$ cat config.mk
export PLATFORM = sky130hd
export DESIGN_NAME = hexrec_loader
export DESIGN_NICKNAME = d
export VERILOG_FILES = /design/src/rtl/hexrec_pkg.sv /design/src/rtl/hexrec_char_decode.sv /design/src/rtl/hexrec_byte_pack.sv /design/src/rtl/hexrec_sum.sv /design/src/rtl/hexrec_loader.sv
export SDC_FILE = /design/constraint.sdc
export NUM_CORES = 1
export LEC_CHECK = 0
export BUFFER_PORTS_ARGS = -buffer_cell sky130_fd_sc_hd__buf_2
export CAP_MARGIN = 20
export CORE_MARGIN = 4
export CORE_UTILIZATION = 65
export DETAILED_ROUTE_END_ITERATION = 12
export GPL_TIMING_DRIVEN = 0
export PLACE_DENSITY = 0.86
export REMOVE_ABC_BUFFERS = 1
export SETUP_SLACK_MARGIN = 0.5
export SYNTH_ARGS = -nofsm -noshare
export SYNTH_HDL_FRONTEND = slang
export SYNTH_SLANG_ARGS = --single-unit
$ cat constraint.sdc
create_clock -name clk -period 6 [get_ports clk]
set_clock_uncertainty 0.05 [all_clocks]
set_input_delay 0.6 -clock clk [delete_from_list [all_inputs] [get_ports clk]]
set_output_delay 0.6 -clock clk [all_outputs]
set_load 0.01 [all_outputs]
$ cat src/rtl/hexrec_pkg.sv
package hexrec_pkg;

    localparam int BYTE_W     = 8;
    localparam int NIB_W      = 4;
    localparam int ADDR_W     = 16;
    localparam int ADDR_BYTES = ADDR_W / BYTE_W;

    localparam logic [BYTE_W-1:0] CH_COLON  = 8'h3A;
    localparam logic [BYTE_W-1:0] TYPE_DATA = 8'h00;
    localparam logic [BYTE_W-1:0] TYPE_EOF  = 8'h01;

    typedef enum logic [2:0] {
        ST_HUNT,
        ST_LEN,
        ST_ADDR,
        ST_TYPE,
        ST_DATA,
        ST_CSUM
    } fld_e;

    typedef struct packed {
        logic             is_hex;
        logic             is_colon;
        logic [NIB_W-1:0] nib;
    } char_info_t;

    typedef struct packed {
        logic              en;
        logic [ADDR_W-1:0] addr;
        logic [BYTE_W-1:0] data;
    } wr_req_t;

    function automatic char_info_t classify(input logic [BYTE_W-1:0] c);
        char_info_t ci;
        ci          = '0;
        ci.is_colon = (c == CH_COLON);
        if (c >= 8'h30 && c <= 8'h39) begin
            ci.is_hex = 1'b1;
            ci.nib    = c[NIB_W-1:0];
        end else if ((c >= 8'h41 && c <= 8'h46) || (c >= 8'h61 && c <= 8'h66)) begin
            ci.is_hex = 1'b1;
            ci.nib    = c[NIB_W-1:0] + 4'd9;
        end
        return ci;
    endfunction

endpackage

$ cat src/rtl/hexrec_char_decode.sv
module hexrec_char_decode
    import hexrec_pkg::*;
(
    input  logic [BYTE_W-1:0] ch,
    output char_info_t        info
);
    assign info = classify(ch);
endmodule

$ cat src/rtl/hexrec_byte_pack.sv
module hexrec_byte_pack
    import hexrec_pkg::*;
(
    input  logic              clk,
    input  logic              rst,
    input  logic              clr,
    input  logic              nib_vld,
    input  logic [NIB_W-1:0]  nib,
    output logic              byte_vld,
    output logic [BYTE_W-1:0] byte_val
);
    logic             phase_q;
    logic [NIB_W-1:0] hi_q;

    always_ff @(posedge clk) begin
        if (rst || clr) begin
            phase_q <= 1'b0;
            hi_q    <= '0;
        end else if (nib_vld) begin
            phase_q <= ~phase_q;
            if (!phase_q) hi_q <= nib;
        end
    end

    assign byte_vld = nib_vld & phase_q;
    assign byte_val = {hi_q, nib};
endmodule

$ cat src/rtl/hexrec_sum.sv
module hexrec_sum
    import hexrec_pkg::*;
(
    input  logic              clk,
    input  logic              rst,
    input  logic              clr,
    input  logic              add_vld,
    input  logic [BYTE_W-1:0] add_val,
    output logic [BYTE_W-1:0] sum_q
);
    always_ff @(posedge clk) begin
        if (rst || clr)   sum_q <= '0;
        else if (add_vld) sum_q <= sum_q + add_val;
    end
endmodule

$ cat src/rtl/hexrec_loader.sv
module hexrec_loader
    import hexrec_pkg::*;
(
    input  logic              clk,
    input  logic              rst,
    input  logic              char_valid,
    input  logic [BYTE_W-1:0] char_data,
    output logic              wr_en,
    output logic [ADDR_W-1:0] wr_addr,
    output logic [BYTE_W-1:0] wr_data,
    output logic              done,
    output logic              error
);
    localparam int CNT_W  = BYTE_W;
    localparam int OFS_PD = ADDR_W - CNT_W;
    localparam int AIDX_W = (ADDR_BYTES > 1) ? $clog2(ADDR_BYTES) : 1;

    char_info_t        info;
    fld_e              state_q;
    logic              in_rec, start, bad_char, nib_vld;
    logic              byte_vld;
    logic [BYTE_W-1:0] byte_val, sum_q, sum_next;
    logic [CNT_W-1:0]  len_q, cnt_q;
    logic [ADDR_W-1:0] base_q;
    logic [BYTE_W-1:0] type_q;
    logic [AIDX_W-1:0] aidx_q;
    wr_req_t           wr_q;
    logic              done_q, err_q;

    hexrec_char_decode u_dec (.ch(char_data), .info(info));

    assign in_rec   = (state_q != ST_HUNT);
    assign start    = char_valid & ~in_rec & info.is_colon;
    assign bad_char = char_valid & in_rec & ~info.is_hex;
    assign nib_vld  = char_valid & in_rec & info.is_hex;

    hexrec_byte_pack u_pack (
        .clk(clk), .rst(rst), .clr(start | bad_char),
        .nib_vld(nib_vld), .nib(info.nib),
        .byte_vld(byte_vld), .byte_val(byte_val)
    );

    hexrec_sum u_sum (
        .clk(clk), .rst(rst), .clr(start),
        .add_vld(byte_vld), .add_val(byte_val), .sum_q(sum_q)
    );

    assign sum_next = sum_q + byte_val;

    always_ff @(posedge clk) begin
        if (rst) begin
            state_q <= ST_HUNT;
            len_q   <= '0;
            cnt_q   <= '0;
            base_q  <= '0;
            type_q  <= '0;
            aidx_q  <= '0;
            wr_q    <= '0;
            done_q  <= 1'b0;
            err_q   <= 1'b0;
        end else begin
            wr_q.en <= 1'b0;
            err_q   <= 1'b0;
            if (start) begin
                state_q <= ST_LEN;
            end else if (bad_char) begin
                err_q   <= 1'b1;
                state_q <= ST_HUNT;
            end else if (byte_vld) begin
                unique case (state_q)
                    ST_LEN: begin
                        len_q   <= byte_val;
                        aidx_q  <= '0;
                        state_q <= ST_ADDR;
                    end
                    ST_ADDR: begin
                        base_q <= {base_q[ADDR_W-BYTE_W-1:0], byte_val};
                        aidx_q <= aidx_q + AIDX_W'(1);
                        if (aidx_q == AIDX_W'(ADDR_BYTES - 1)) state_q <= ST_TYPE;
                    end
                    ST_TYPE: begin
                        type_q <= byte_val;
                        cnt_q  <= '0;
                        if (byte_val == TYPE_DATA || byte_val == TYPE_EOF) begin
                            state_q <= (len_q == '0) ? ST_CSUM : ST_DATA;
                        end else begin
                            err_q   <= 1'b1;
                            state_q <= ST_HUNT;
                        end
                    end
                    ST_DATA: begin
                        if (type_q == TYPE_DATA) begin
                            wr_q.en   <= 1'b1;
                            wr_q.addr <= base_q + {{OFS_PD{1'b0}}, cnt_q};
                            wr_q.data <= byte_val;
                        end
                        cnt_q <= cnt_q + CNT_W'(1);
                        if (cnt_q + CNT_W'(1) == len_q) state_q <= ST_CSUM;
                    end
                    ST_CSUM: begin
                        if (sum_next == '0) begin
                            if (type_q == TYPE_EOF) done_q <= 1'b1;
                        end else begin
                            err_q <= 1'b1;
                        end
                        state_q <= ST_HUNT;
                    end
                    default: state_q <= ST_HUNT;
                endcase
            end
        end
    end

    assign wr_en   = wr_q.en;
    assign wr_addr = wr_q.addr;
    assign wr_data = wr_q.data;
    assign done    = done_q;
    assign error   = err_q;
endmodule

==> qor.txt <==
STATUS
----------------------------------------------------------------------------------
Run status                                                            finished clean

YOSYS
----------------------------------------------------------------------------------
Synthesized area per cell                                                 8.66 µm²
Dominant cell type by area after synthesis                                 dfxtp_1
Async set-reset flop share out of synthesis                                     0%
Number of warnings printed during yosys synthesis                                0
Gate count of the mapped netlist                                               527
Share of the yosys chip area belonging to registers                          36.8%
Number of enable flip-flop cells after synthesis                                 0
Most frequently used flop master after synthesis                           dfxtp_1
Post-synthesis register bit count                                               84
Yosys top cell area share                                                    36.8%
Most numerous cell in the Yosys netlist                                     nor2_1
Netlist cell types                                                              57
Synth cell count leaders                                              nor2_1, dfxtp_1, mux2i_1
Largest cells by area after synthesis                                 dfxtp_1, mux2i_1, nor2_1
Total standard cell area after synthesis                                  4570 µm²

CLOCK NETWORK
----------------------------------------------------------------------------------
Maximum level of the CTS H-tree                                                  3
Number of buffers added to fix hold violations after cts                         0
Count of buffers added by post-CTS timing repair for setup                       0
Longest Clk Path Bufs                                                            2
Number of buffers created by CTS                                                 9
Count of instances resized after the clock tree is built                         0
Latest clock arrival within the worst-skew pair                            0.37 ns
CTS clock-pin slew for the worst setup and hold paths                      0.09 ns
Clk sink count                                                                  84
Root buffer selected by CTS                                               clkbuf_8
TritonCTS clock tree                                                         built

STA
----------------------------------------------------------------------------------
Unrepaired setup endpoints after global routing                                 no
Final setup viols                                                                0
Tightest Pin Transition                                                    1.10 ns
Top achievable clock speed                                               0.220 GHz
Worst slew margin relative to its limit                                      25.9%
Ratio of final minimum period to clock period                                75.7%
Hold violation total from the final report                                       0
Minimum period implied by the final worst setup slack                      4.54 ns
Fin. max-slew vios                                                               0
Setup TNS after final layout                                                  0 ns

FLOORPLAN
----------------------------------------------------------------------------------
Initial standard-cell utilization of the core                                67.2%
Row cnt                                                                         30
Die area                                                                  8430 µm²
Total I/O pin count                                                             38
Core box area                                                             6790 µm²
Vertical die dimension                                                     91.8 µm
Die X-Extent                                                               91.8 µm

GRT
----------------------------------------------------------------------------------
GRT Resource Usage Total                                                     24.1%
Initial antenna violation count                                                  0
Vias in the first global route                                                3621
Maximum number of pins on one net before global-route repair                    51
Overflow after GRT                                                               0
Wire length of the first global-routing pass                              16500 µm

PLACED DESIGN
----------------------------------------------------------------------------------
IO Port Bufs                                                                    37
DP Cell Count                                                                  637
Final Wtd Congestion                                                         0.899
Dpl hpwl                                                                   6970 µm

SETUP PATH
----------------------------------------------------------------------------------
Ordered list of cells on the worst path                               buf_2, inv_1, ha_1, nor3b_1, nor4_2, a21oi_2, nor3_1, ha_1, o21ai_0, o211ai_2, nand2_1, xnor3_4, or4_4, a211o_1
Slowest stage delay, CP                                                    0.95 ns
Kind of start point of the critical path                                 input pin
Family with the most delay on the worst path                          simple AND/OR/NAND/NOR gates
Buffering stage count on the worst path with inverters included                  2
Data required time at the worst endpoint                                   6.21 ns
Library cell appearing most often on the critical path                        ha_1
Crit-path slowest cell                                                      nor3_1
Data arrival time at the worst-slack endpoint                              4.75 ns
Crit. End Element                                                         register
Critical Setup Path Class                                                   in2reg
Critical-path maximum fanout                                                    10

FINAL LAYOUT
----------------------------------------------------------------------------------
Final std cells w/o fill                                                       653
Signed area change from the synthesized netlist to the final layout          9.62%
Share of final-layout standard cells stronger than drive strength 1          13.1%
Post-layout utilization of the core                                          73.7%
Final #Nets                                                                    585
Number of antenna diodes                                                         0
Filler cells                                                                   521

JOB
----------------------------------------------------------------------------------
Max-cap violations                                                               0

DETAILED ROUTING
----------------------------------------------------------------------------------
DR iter-0 viols                                                                205
Total wire length after detailed routing                                   9960 µm
Count of unresolved DRC violations after routing                                 0
Post-detailed-route wirelength per cell                                    15.2 µm
Number of vias after detailed routing                                         3866
DR vias/cell                                                                  5.92
Drt pass-1 iters                                                                 5
Post-route ant nets                                                              0

PWR
----------------------------------------------------------------------------------
P per Cell Area                                                         207 nW/µm²
Maximum ir drop on the vdd rail                                           0.130 mV
Leakage power summed over all cells                                        2.23 nW
Total design power                                                         1.04 mW

WORST HOLD PATH
----------------------------------------------------------------------------------
Worst hold-check path type                                                 reg2reg

[layout make-up]
| type | instances | area (µm²) | area share, % |
|---|---|---|---|
| repair buffers | 40 | 235 | 4.70 |
| inverters | 12 | 45.0 | 0.900 |
| flip-flops and latches | 84 | 1680 | 33.6 |
| multi-input cells | 405 | 2710 | 54.2 |
| clock inverters | 7 | 88.8 | 1.78 |
| clock buffers | 9 | 124 | 2.48 |
| well taps | 96 | 120 | 2.40 |
[worst paths after layout]
kind | to | slack, ns | depth (start not counted) | startpoint
worst max register to register | error$_SDFF_PP0_ | 3.18 | 7 | u_sum.sum_q[0]$_SDFFE_PP0P_
worst min-delay path | u_sum.sum_q[3]$_SDFFE_PP0P_ | 0.41 | 2 | u_sum.sum_q[3]$_SDFFE_PP0P_
worst min register to register | u_sum.sum_q[3]$_SDFFE_PP0P_ | 0.41 | 2 | u_sum.sum_q[3]$_SDFFE_PP0P_
worst max-delay path | error$_SDFF_PP0_ | 1.46 | 14 | char_data[0]
[cells in the final DEF (no fill, tap or decap), types with 3 or more instances in the layout]
cell,count
a211oi_1,9
a21o_1,5
a21oi_1,34
a22oi_1,3
and3_1,7
buf_2,37
clkbuf_8,9
dfxtp_1,84
ha_1,20
inv_1,12
inv_8,3
mux2i_1,47
nand2_1,38
nand2b_1,5
nand3_1,13
nand3b_1,5
nand4_1,3
nor2_1,88
nor2b_1,3
nor3_1,7
nor3b_1,5
nor4_1,8
o2111ai_1,3
o21ai_0,18
o21bai_1,3
o22ai_1,3
or2_2,5
or3_1,5
xnor2_1,17
xor2_1,15
[kinds of logic (layout without fill, tap and decap cells)]
family | after synthesis | in the layout | synth area share [%]
AO/OA/AOI/OAI | 97 | 97 | 13.7
adder cells (fa/ha/maj) | 22 | 22 | 6.36
AND/OR/NAND/NOR | 206 | 206 | 22.3
flip-flops | 84 | 84 | 36.8
multiplexers | 47 | 47 | 10.3
XOR/XNOR | 33 | 33 | 6.71
buffers and inverters | 38 | 68 | 3.81
[per-stage QoR]
| stage | cell area [µm²] | hold WS [ns] | setup slack (ns) |
|---|---|---|---|
| floorplan | 4440 | 0.380 | 2.08 |
| global placement | 4740 | 0.394 | 1.27 |
| detailed placement | 4790 | 0.401 | 1.17 |
| CTS | 5000 | 0.416 | 1.53 |
| global route | 5000 | 0.443 | 1.35 |
| finish | 5000 | 0.413 | 1.46 |
[where the power goes]
part / internal (mW) / total, mW / switching, mW
Sequential: 0.557 / 0.557 / 0.0000273
Clock: 0.204 / 0.438 / 0.234
Combinational: 0.0141 / 0.0429 / 0.0288
[registers in the layout, indices dropped and copies added (netlist names)]
register        cells
error               1
done                1
wr_addr            16
cnt_q               8
len_q               8
wr_data             8
u_pack.phase_q      1
u_sum.sum_q         8
type_q              8
aidx_q              1
state_q             3
u_pack.hi_q         4
wr_en               1
base_q             16
[layer usage]
layer | share of wire, % | track usage [%]
met5 | 0 | 0
met4 | 2.6 | 10.3
met3 | 4.9 | 5.00
met2 | 50 | 42.0
met1 | 43 | 28.8
[worst min-delay path, stage by stage, from the launching register on]
cell	delay, ns
dfxtp_1	0.32
nand2_1	0.05
a21oi_1	0.05
No activity file was read; power rests on OpenSTA's default activity.
